===== config.mk =====
export PLATFORM = sky130hd
export DESIGN_NAME = mmu_tablewalk
export DESIGN_NICKNAME = d
export VERILOG_FILES = /design/src/rtl/mmu_walk_pkg.sv /design/src/rtl/walk_addr_gen.sv /design/src/rtl/walk_pte_eval.sv /design/src/rtl/mmu_tablewalk.sv
export SDC_FILE = /design/constraint.sdc
export NUM_CORES = 1
export LEC_CHECK = 0
export CAP_MARGIN = 20
export CORE_MARGIN = 1
export CORE_UTILIZATION = 42
export CTS_CLUSTER_SIZE = 28
export DETAILED_ROUTE_END_ITERATION = 12
export GPL_TIMING_DRIVEN = 0
export PLACE_DENSITY_LB_ADDON = 0.08
export SLEW_MARGIN = 20
export SYNTH_ARGS = -nofsm -noshare
export SYNTH_HDL_FRONTEND = slang
export SYNTH_SLANG_ARGS = --single-unit

===== constraint.sdc =====
create_clock -name clk -period 2.9 [get_ports clk]
set_input_delay 0.58 -clock clk [delete_from_list [all_inputs] [get_ports clk]]
set_output_delay 0.58 -clock clk [all_outputs]
set_load 0.05 [all_outputs]

===== src/rtl/mmu_walk_pkg.sv =====
package mmu_walk_pkg;
  localparam int VA_W      = 32;
  localparam int PA_W      = 36;
  localparam int ENT_W     = 32;
  localparam int CTX_W     = 4;
  localparam int OFF_W     = 12;
  localparam int IDX1_W    = 8;
  localparam int IDX23_W   = 6;
  localparam int LVL_W     = 2;
  localparam int FAULT_W   = 3;
  localparam int BASE_SH   = PA_W - ENT_W + 2;
  localparam int BIT_CACHE = 7;
  localparam int BIT_MOD   = 6;
  localparam int BIT_REF   = 5;

  typedef enum logic [1:0] {ET_INVALID = 2'd0, ET_PTD = 2'd1, ET_PTE = 2'd2, ET_RSVD = 2'd3} etype_e;
  typedef enum logic [1:0] {ACC_LOAD = 2'd0, ACC_STORE = 2'd1, ACC_FETCH = 2'd2, ACC_OTHER = 2'd3} acc_e;

  localparam logic [FAULT_W-1:0] FLT_NONE = 3'd0;
  localparam logic [FAULT_W-1:0] FLT_PROT = 3'd5;

  // Rights matrix for the 3-bit access code
  function automatic logic perm_ok(input logic [2:0] code, input logic user, input acc_e acc);
    logic rd, wr, ex;
    if (user) begin
      rd = (code inside {3'd0, 3'd1, 3'd2, 3'd3, 3'd5});
      wr = (code inside {3'd1, 3'd3});
      ex = (code inside {3'd2, 3'd3, 3'd4});
    end else begin
      rd = (code != 3'd4);
      wr = (code inside {3'd1, 3'd3, 3'd5, 3'd7});
      ex = (code inside {3'd2, 3'd3, 3'd4, 3'd6, 3'd7});
    end
    case (acc)
      ACC_STORE: perm_ok = wr;
      ACC_FETCH: perm_ok = ex;
      default:   perm_ok = rd;
    endcase
  endfunction
endpackage


===== src/rtl/walk_addr_gen.sv =====
module walk_addr_gen
  import mmu_walk_pkg::*;
(
  input  logic [ENT_W-1:0] ctp,
  input  logic [CTX_W-1:0] ctx,
  input  logic [ENT_W-1:0] desc,
  input  logic [VA_W-1:0]  va,
  input  logic [LVL_W-1:0] child_lvl,
  output logic [PA_W-1:0]  ctx_addr,
  output logic [PA_W-1:0]  child_addr
);
  localparam int IDX_MAX = IDX1_W;

  logic [IDX_MAX-1:0] idx;
  logic [PA_W-1:0]    ctx_base, child_base;

  // Region, segment and page index fields
  always_comb begin
    case (child_lvl)
      2'd1:    idx = va[VA_W-1 -: IDX1_W];
      2'd2:    idx = IDX_MAX'(va[VA_W-IDX1_W-1 -: IDX23_W]);
      default: idx = IDX_MAX'(va[OFF_W+IDX23_W-1 -: IDX23_W]);
    endcase
  end

  assign ctx_base   = {ctp[ENT_W-1:2], {BASE_SH{1'b0}}};
  assign child_base = {desc[ENT_W-1:2], {BASE_SH{1'b0}}};
  assign ctx_addr   = ctx_base + (PA_W'(ctx) << 2);
  assign child_addr = child_base + (PA_W'(idx) << 2);

  logic unused_bits;
  assign unused_bits = ^{ctp[1:0], desc[1:0], va[OFF_W-1:0]};
endmodule


===== src/rtl/walk_pte_eval.sv =====
module walk_pte_eval
  import mmu_walk_pkg::*;
(
  input  logic [ENT_W-1:0] pte,
  input  logic [LVL_W-1:0] lvl,
  input  logic [VA_W-1:0]  va,
  input  acc_e             acc,
  input  logic             user,
  output logic             ok,
  output logic             need_wb,
  output logic [ENT_W-1:0] new_pte,
  output logic [PA_W-1:0]  pa,
  output logic             cacheable
);
  localparam int OFF_L1 = OFF_W + 2 * IDX23_W;
  localparam int OFF_L2 = OFF_W + IDX23_W;

  logic [PA_W-1:0] keep_mask;
  logic [PA_W-1:0] frame;

  // Large-page offset widths per level
  always_comb begin
    case (lvl)
      2'd1:    keep_mask = (PA_W'(1) << OFF_L1) - PA_W'(1);
      2'd2:    keep_mask = (PA_W'(1) << OFF_L2) - PA_W'(1);
      default: keep_mask = (PA_W'(1) << OFF_W) - PA_W'(1);
    endcase
  end

  assign frame     = {pte[ENT_W-1:8], {OFF_W{1'b0}}};
  assign pa        = (frame & ~keep_mask) | (PA_W'(va) & keep_mask);
  assign cacheable = pte[BIT_CACHE];
  assign ok        = perm_ok(pte[4:2], user, acc);
  assign new_pte   = pte | (ENT_W'(1) << BIT_REF)
                   | ((acc == ACC_STORE) ? (ENT_W'(1) << BIT_MOD) : '0);
  assign need_wb   = (new_pte != pte);

  logic unused_bits;
  assign unused_bits = ^pte[1:0];
endmodule


===== src/rtl/mmu_tablewalk.sv =====
module mmu_tablewalk
  import mmu_walk_pkg::*;
(
  input  logic               clk,
  input  logic               rst,
  input  logic               req_valid,
  output logic               req_ready,
  input  logic [VA_W-1:0]    req_va,
  input  logic [CTX_W-1:0]   req_ctx,
  input  logic [ENT_W-1:0]   req_ctp,
  input  logic [1:0]         req_acc,
  input  logic               req_user,
  output logic               mem_req_valid,
  input  logic               mem_req_ready,
  output logic               mem_req_write,
  output logic [PA_W-1:0]    mem_req_addr,
  output logic [ENT_W-1:0]   mem_req_wdata,
  input  logic               mem_rsp_valid,
  input  logic [ENT_W-1:0]   mem_rsp_data,
  output logic               res_valid,
  output logic [PA_W-1:0]    res_pa,
  output logic               res_cacheable,
  output logic [FAULT_W-1:0] res_fault
);
  typedef enum logic [2:0] {S_IDLE, S_RD_REQ, S_RD_WAIT, S_WB_REQ, S_WB_WAIT} st_e;

  st_e              st;
  logic [LVL_W-1:0] lvl, lvl_nxt;
  logic [VA_W-1:0]  va_q;
  acc_e             acc_q;
  logic             user_q;
  logic [PA_W-1:0]  addr_q;
  logic [ENT_W-1:0] wdata_q;

  logic [PA_W-1:0]  ctx_addr, child_addr, pte_pa;
  logic             pte_ok, pte_wb, pte_cache;
  logic [ENT_W-1:0] pte_new;
  etype_e           rsp_type;

  assign lvl_nxt  = lvl + 2'd1;
  assign rsp_type = etype_e'(mem_rsp_data[1:0]);

  walk_addr_gen i_addr (
    .ctp(req_ctp), .ctx(req_ctx), .desc(mem_rsp_data), .va(va_q),
    .child_lvl(lvl_nxt), .ctx_addr(ctx_addr), .child_addr(child_addr)
  );

  walk_pte_eval i_eval (
    .pte(mem_rsp_data), .lvl(lvl), .va(va_q), .acc(acc_q), .user(user_q),
    .ok(pte_ok), .need_wb(pte_wb), .new_pte(pte_new), .pa(pte_pa), .cacheable(pte_cache)
  );

  assign req_ready     = (st == S_IDLE);
  assign mem_req_valid = (st == S_RD_REQ) || (st == S_WB_REQ);
  assign mem_req_write = (st == S_WB_REQ);
  assign mem_req_addr  = addr_q;
  assign mem_req_wdata = wdata_q;

  always_ff @(posedge clk) begin
    if (rst) begin
      st <= S_IDLE; lvl <= '0; va_q <= '0; acc_q <= ACC_LOAD; user_q <= 1'b0;
      addr_q <= '0; wdata_q <= '0;
      res_valid <= 1'b0; res_pa <= '0; res_cacheable <= 1'b0; res_fault <= FLT_NONE;
    end else begin
      res_valid <= 1'b0;
      case (st)
        S_IDLE: if (req_valid) begin
          va_q <= req_va; acc_q <= acc_e'(req_acc); user_q <= req_user;
          lvl <= '0; addr_q <= ctx_addr; st <= S_RD_REQ;
        end
        S_RD_REQ: if (mem_req_ready) st <= S_RD_WAIT;
        S_RD_WAIT: if (mem_rsp_valid) begin
          if (rsp_type == ET_PTD && lvl != 2'd3) begin
            addr_q <= child_addr; lvl <= lvl_nxt; st <= S_RD_REQ;
          end else if (rsp_type == ET_PTE && lvl != 2'd0 && pte_ok) begin
            res_pa <= pte_pa; res_cacheable <= pte_cache; res_fault <= FLT_NONE;
            if (pte_wb) begin
              wdata_q <= pte_new; st <= S_WB_REQ;
            end else begin
              res_valid <= 1'b1; st <= S_IDLE;
            end
          end else begin
            res_valid <= 1'b1; res_pa <= '0; res_cacheable <= 1'b0; st <= S_IDLE;
            res_fault <= (rsp_type == ET_PTE && lvl != 2'd0) ? FLT_PROT
                                                            : FAULT_W'(lvl) + 3'd1;
          end
        end
        S_WB_REQ: if (mem_req_ready) st <= S_WB_WAIT;
        S_WB_WAIT: if (mem_rsp_valid) begin
          res_valid <= 1'b1; st <= S_IDLE;
        end
        default: st <= S_IDLE;
      endcase
    end
  end

  // Assertion-side tracker of the in-flight memory transaction
  logic outst_q;
  always_ff @(posedge clk) begin
    if (rst) outst_q <= 1'b0;
    else if (mem_req_valid && mem_req_ready) outst_q <= 1'b1;
    else if (mem_rsp_valid) outst_q <= 1'b0;
  end

  p_req_hold_r11: assert property (@(posedge clk) disable iff (rst)
    (mem_req_valid && !mem_req_ready) |=> (mem_req_valid && $stable(mem_req_addr)
      && $stable(mem_req_write) && $stable(mem_req_wdata)));

  p_one_outstanding_r11: assert property (@(posedge clk) disable iff (rst)
    mem_req_valid |-> !outst_q);

  p_wb_ref_set_r9: assert property (@(posedge clk) disable iff (rst)
    (mem_req_valid && mem_req_write) |-> (mem_req_wdata[BIT_REF] && mem_req_wdata[1:0] == 2'd2));

  p_fault_clean_r10: assert property (@(posedge clk) disable iff (rst)
    (res_valid && res_fault != FLT_NONE) |-> (res_pa == '0 && !res_cacheable));

  p_user_high_code_r7: assert property (@(posedge clk) disable iff (rst)
    (st == S_RD_WAIT && mem_rsp_valid && mem_rsp_data[1:0] == 2'd2 && lvl != 2'd0
      && user_q && mem_rsp_data[4:2] > 3'd5) |=> (res_valid && res_fault == FLT_PROT));

  p_res_pulse_r12: assert property (@(posedge clk) disable iff (rst)
    res_valid |=> !res_valid);

  p_idle_quiet_r12: assert property (@(posedge clk) disable iff (rst)
    req_ready |-> !mem_req_valid);
endmodule


==> results of run 1 <==
[worst max-delay path: stages (launching register included)]
cell and delay (ns):
dfxtp_4 0.40, inv_4 0.05, ha_4 0.19, nor2_4 0.16, nand2_2 0.08, nand2_4 0.08
ha_4 0.13, inv_2 0.04, fa_2 0.36, nand2b_4 0.18, a21o_4 0.25, nor4_4 0.30
xnor2_1 0.13, a2111oi_2 0.37
[synth_stat cells (all sizes together), types with 2 or more instances]
cell       n  area (sq um)
a21oi     71         355.3
or2        2         12.51
a21o       5         37.54
buf       23         160.1
a22oi     43         322.8
dfxtp    147          2943
nand2    114         427.9
nor3b      6         56.31
mux2i     29         290.3
a2111oi    4         35.03
nor4       9         71.32
a211oi     9         67.56
and3      14         87.58
nand4      9         62.56
a211o      4         35.03
nor2      95         356.6
o211ai     5         37.54
mux2      12         135.1
nand2b     6         37.54
nor2b      3         18.77
clkbuf    42         160.1
or3b       2         17.52
nor3      13         65.06
and4       5         43.79
o22ai     11         68.82
o21a       2         15.01
a221oi     2         17.52
and2       6         37.54
xnor2     22         192.7
o21ai     12         60.06
inv       12         45.04
or4        2         15.01
nand3     18         102.6
a311oi     3         26.28
a31oi      5         31.28
ha        10         125.1
or3        3         18.77
[state kept, by name, indices dropped and copies added (netlist names)]
signal / cells
res_cacheable: 1
res_valid: 1
mem_req_wdata: 32
st: 3
va_q: 32
mem_req_addr: 34
res_pa: 36
acc_q: 2
lvl: 2
user_q: 1
res_fault: 3
[cell families after synthesis]
| logic type | share of synthesized area, % |
|---|---|
| fa+ha+maj | 2.171 |
| compound gates | 17.14 |
| flops | 44.02 |
| simple gates | 21.90 |
| other cells | 0.05609 |
| buf+inv | 5.465 |
| mux | 6.363 |
| xor+xnor | 2.882 |
[per-layer routing]
metal | GRT usage [%] | part of all wire, % | vias to the layer above
met1 | 37.51 | 46 | 3131
met5 | 0 | 0 | -
li1 | - | - | 3255
met2 | 41.69 | 45 | 248
met4 | 8.166 | 1.2 | 0
met3 | 6.928 | 7.5 | 23
[power groups by stage]
stage / clock [mW] / sequential, mW / combinational (mW)
finish: 2.27 / 2.28 / 1.70
floorplan: 0 / 2.61 / 0.730
global route: 2.38 / 2.30 / 1.82
detailed placement: 0 / 2.33 / 1.63
global placement: 0 / 2.32 / 1.62
CTS: 2.28 / 2.28 / 1.65
[cell type report]
class / instances / area [sq um] / area share [%]
buffer: 63 / 324.1 / 3.276
inverter: 12 / 50.05 / 0.5059
sequential: 147 / 2948 / 29.80
clock buffer: 20 / 466.7 / 4.717
timing repair buffer: 220 / 2170 / 21.93
tap: 211 / 264.0 / 2.669
clock inverter: 12 / 143.9 / 1.454
multi-input combinational: 566 / 3527 / 35.65
[stage by stage]
step | TNS, ns | hold slack [ns]
6_report | 0 | 0.4478
5_1_grt | -0.007543 | 0.4692
4_1_cts | -0.04045 | 0.4514
3_5_place_dp | -10.38 | 0.4426
3_3_place_gp | -9.454 | 0.4394
2_1_floorplan | 0 | 0.4317
[how the worst min path moves through the flow]
| stage | startpoint | to | slack (ns) |
|---|---|---|---|
| floorplan | va_q[23] | va_q[23] | 0.43 |
| global placement | va_q[31] | va_q[31] | 0.44 |
| detailed placement | res_fault[2] | res_fault[2] | 0.44 |
| CTS | res_fault[2] | res_fault[2] | 0.45 |
| global route | res_fault[2] | res_fault[2] | 0.47 |
| finish | res_fault[2] | res_fault[2] | 0.45 |
[cell usage in the layout (no fill, tap or decap), types with 6 or more instances in the layout]
master             n
clkdlybuf4s50_1  208
dfxtp_1          145
nand2_1          112
nor2_1            94
a21oi_1           71
a22oi_1           42
clkbuf_1          37
mux2i_1           29
xnor2_1           22
nand3_1           17
clkbuf_16         17
buf_2             15
and3_1            14
buf_4             14
mux2_2            12
nor3_1            12
o21ai_0           11
o22ai_1           11
inv_1              9
a211oi_1           9
nand4_1            8
ha_1               7
buf_6              6
nor4_1             6
[timing repair]
item	CTS	global route
endpoints found under the setup margin	26	19
gates resized for setup	22	18
setup buffers	0	12
hold endpoints to repair	0	0
pin swaps	3	11
==> impl_metrics.yaml, run 1 <==
sta:
  period_needed_ns: 2.832
  tightest_slew_ns: 0.8224
  max_slew_margin_pct: 44.76
  skew_ns: 0.006529
  hold_viol: 0
  clock.fmax_mhz: 353.1
  finalSetupViolations: 0
  finalCritPeriodShare_pct: 97.66
  rsz0062_at_grt: "true"
  drv_slew: 0
  fin_ws_ns: 0.06776
critical_path:
  crit_start: "lvl[0]"
  critPathKind: "reg -> reg"
  critPathRequiredTime_ns: 3.22
  endpoint: "mem_req_addr[30]"
  r2r_slack_ns: 0.07
  r2r-start: "lvl[0]"
  crit_path_max_fanout: 6
  cp-start-kind: "register"
  cp-end-kind: "register"
  reg2reg_to: "mem_req_addr[30]"
  reg2reg_depth: 13
  cp.arrival_ns: 3.15
die:
  die_w_um: 128.2
  die_area_sq_um: 16430
  start_util_pct: 43.49
  die_h_um: 128.2
  core-area_sq_um: 15370
  num_rows: 45
  io_pins: 220
power_and_ir_drop:
  p_leak_nw: 3.525
  p_total_mw: 6.248
  switching_share_pct: 33.54
  power_density_nw_per_um2: 631.5
  combPwrFrac_pct: 27.2
  p_int_mw: 4.152
  peakVddDrop_mv: 0.3976
  pwr-share-seq_pct: 36.6
  power.switching_mw: 2.096
  power.share.clock_pct: 36.3
final_layout:
  fin_nets: 1146
  final_cells: 1251
  finalInstanceArea_sq_um: 9893
  drive_above_1_share_pct: 10.96
  syn_to_final_growth_pct: 47.99
  postLayoutCoreUtil_pct: 64.36
  diodes: 0
  fillers: 1338
place:
  portBuffers: 208
  placed_cell_area_sq_um: 9044
  dp_slack_ns: -0.6762
  placedCellCount: 1209
  place_congestion: 0.8445
  dpl.hpwl_um: 16630
clock_network:
  root_buffer: "clkbuf_16"
  clock_latency_ns: 0.43
  cts_tree: "done"
  clock_sinks: 147
  clk_pin_slew_ns: 0.06
  cts_buffers: 17
  ctsHtreeMaxLevel: 4
  clk_path_buf_depth: 2
  cts_hold_buf: 0
global_route:
  grt_pass1_wl_um: 33370
  grtUsageTotal_pct: 27.20
  grt_overflow: 0
  antenna_found_initial: 0
  grt_max_degree: 17
  grt_pass1_vias: 5989
synthesis:
  yosysWarnings: 0
  synth_area_per_cell_sq_um: 8.473
  synth.distinct_cells: 54
  syn_area_sq_um: 6685
  synth-main-ff-cell: "dfxtp_1"
  synth-seq-area-share_pct: 44.02
  synth-edff-count: 0
  ys_async_sr_fraction_pct: 0
  netlist_instances: 789
  ys_ff_latch: 147
min_path:
  hold_depth: 2
  hold_path.class: "reg -> reg"
routing:
  drc: 0
  firstDrtPassIters: 5
  antenna_left: 0
  via_per_inst: 5.321
  routed_wl_um: 22380
  drt_iter0_drc: 439
  routedWlPerCell_um: 17.89
  num_vias: 6657
status:
  status: "completed"
job:
  drv_cap: 0
No activity file was read; power rests on OpenSTA's default activity.
==> run 2, diff against run 1 <==
--- a/config.mk
+++ b/config.mk
@@ -7,9 +7,10 @@
 export LEC_CHECK = 0
 export CAP_MARGIN = 20
 export CORE_MARGIN = 1
-export CORE_UTILIZATION = 42
+export CORE_UTILIZATION = 30
 export CTS_CLUSTER_SIZE = 28
 export DETAILED_ROUTE_END_ITERATION = 12
+export GPL_ROUTABILITY_DRIVEN = 0
 export GPL_TIMING_DRIVEN = 0
 export PLACE_DENSITY_LB_ADDON = 0.08
 export SLEW_MARGIN = 20
==> impl_metrics.yaml, run 2 (synthesis results as in run 1) <==
clock_network:
  cts_buffers: 17
  cts_tree: "done"
  clock_sinks: 147
  ctsHtreeMaxLevel: 4
  clk_path_buf_depth: 2
  clk_pin_slew_ns: 0.06
  root_buffer: "clkbuf_16"
  clock_latency_ns: 0.43
  cts_hold_buf: 0
power_and_ir_drop:
  p_int_mw: 4.183
  combPwrFrac_pct: 27.0
  p_leak_nw: 3.524
  peakVddDrop_mv: 0.4316
  switching_share_pct: 33.94
  power.switching_mw: 2.149
  power_density_nw_per_um2: 634.6
  pwr-share-seq_pct: 36.0
  power.share.clock_pct: 37.0
place:
  placed_cell_area_sq_um: 9130
  portBuffers: 208
  dp_slack_ns: -0.7962
  dpl.hpwl_um: 18680
min_path:
  hold_path.class: "reg -> reg"
critical_path:
  cp_cell_sequence: "inv_4 > ha_4 > clkbuf_16 > a22oi_2 > nand2_1 > ha_2 > inv_1 > fa_2 > nand2b_4 > a21o_4 > nor4_4 > xnor2_1 > a2111oi_0"
  critPathKind: "reg -> reg"
  crit_path_max_fanout: 7
  slowest_delay_ns: 0.36
  cp_slowest_cell: "dfxtp_4"
  cp.arrival_ns: 3.12
  critPathRequiredTime_ns: 3.21
  cp-start-kind: "register"
  cp-end-kind: "register"
global_route:
  antenna_found_initial: 0
  grt_max_degree: 17
  grt_overflow: 0
  grt_pass1_wl_um: 36400
  grt_pass1_vias: 6078
  grtUsageTotal_pct: 21.67
final_layout:
  most-common-layout-cells: "clkdlybuf4s50_1, dfxtp_1, nand2_1, nor2_1, a21oi_1"
  layout_commonest_cell: "clkdlybuf4s50_1"
  fin_nets: 1146
  drive_above_1_share_pct: 10.48
  diodes: 0
  finalInstanceArea_sq_um: 9978
  top_register: "res_pa"
  largest_reg_flops: 36
  syn_to_final_growth_pct: 49.26
sta:
  drv_slew: 0
  clock.fmax_mhz: 355.3
  tns_ns: 0
  finalSetupViolations: 0
  max_slew_margin_pct: 37.89
  hold_viol: 0
  fin_ws_ns: 0.08545
  worst_hold_slack_ns: 0.4541
  finalCritPeriodShare_pct: 97.05
  period_needed_ns: 2.815
  skew_ns: 0.008250
  tightest_slew_ns: 0.9246
  rsz0062_at_grt: "true"
routing:
  routed_wl_um: 24770
  drt_iter0_drc: 316
  routedWlPerCell_um: 18.77
  firstDrtPassIters: 5
  via_per_inst: 4.889
  drc: 0
  num_vias: 6453
  antenna_left: 0
job:
  drv_cap: 0
die:
  num_rows: 54
  die_area_sq_um: 22880
  core-area_sq_um: 21820
  die_w_um: 151.3
  die_h_um: 151.3
  io_pins: 220
  start_util_pct: 30.63
status:
  status: "completed"
-- run 2: worst paths after layout --
| kind | startpoint | end | slack [ns] | cells after the start |
|---|---|---|---|---|
| hold reg to reg | va_q[31] | va_q[31] | 0.45 | 2 |
| setup reg to reg | lvl[1] | mem_req_addr[30] | 0.09 | 13 |
| hold / removal | va_q[31] | va_q[31] | 0.45 | 2 |
| setup / recovery | lvl[1] | mem_req_addr[30] | 0.09 | 13 |
-- run 2: cell type report --
type	count	area, sq um
plain buffers	63	334.1
well taps	280	350.3
fillers	2192	11850
repair buffers	220	2170
clock buffers	19	442.9
clock inverters	13	173.9
multi-input cells	566	3510
flip-flops and latches	147	2950
inverters	12	47.55
-- run 2: timing repair --
action                                  in CTS  in global routing
setup buffers                                1                 11
hold endpoints to repair                     0                  0
resized for setup                           21                 13
endpoints found under the setup margin      26                 22
pin swaps                                    5                  9
-- run 2: routing by layer --
| layer | vias to the layer above | share of wire, % | GRT usage [%] |
|---|---|---|---|
| li1 | 3241 | - | - |
| met1 | 3024 | 49 | 29.79 |
| met2 | 171 | 44 | 33.79 |
| met3 | 17 | 6.1 | 4.789 |
| met4 | 0 | 0.95 | 5.950 |
| met5 | - | 0 | 0 |
-- run 2: through the flow --
| stage | util [%] | power [mW] | std cells |
|---|---|---|---|
| after CTS | 45.15 | 6.345 | 1309 |
| after global routing | 45.72 | 6.610 | 1320 |
| after global placement | 41.84 | 3.999 | 1278 |
| final | 45.72 | 6.333 | 1320 |
| after detailed placement | 41.84 | 3.996 | 1278 |
| after floorplan | - | 3.338 | 790 |
-- run 2: worst max-delay path: cells and delay by family, from the launching register on --
| kind | cells | cell delay (ns) |
|---|---|---|
| xor+xnor | 1 | 0.11 |
| buf+inv | 3 | 0.29 |
| fa+ha+maj | 3 | 0.71 |
| compound gates | 3 | 0.69 |
| simple gates | 3 | 0.53 |
| flops | 1 | 0.36 |
-- run 2: power by group through the flow --
stage          sequential [mW]  clock, mW  combinational, mW
2_1_floorplan             2.61          0              0.730
3_3_place_gp              2.32          0               1.68
3_5_place_dp              2.32          0               1.67
4_1_cts                   2.28       2.37               1.69
5_1_grt                   2.30       2.47               1.84
6_report                  2.28       2.35               1.71
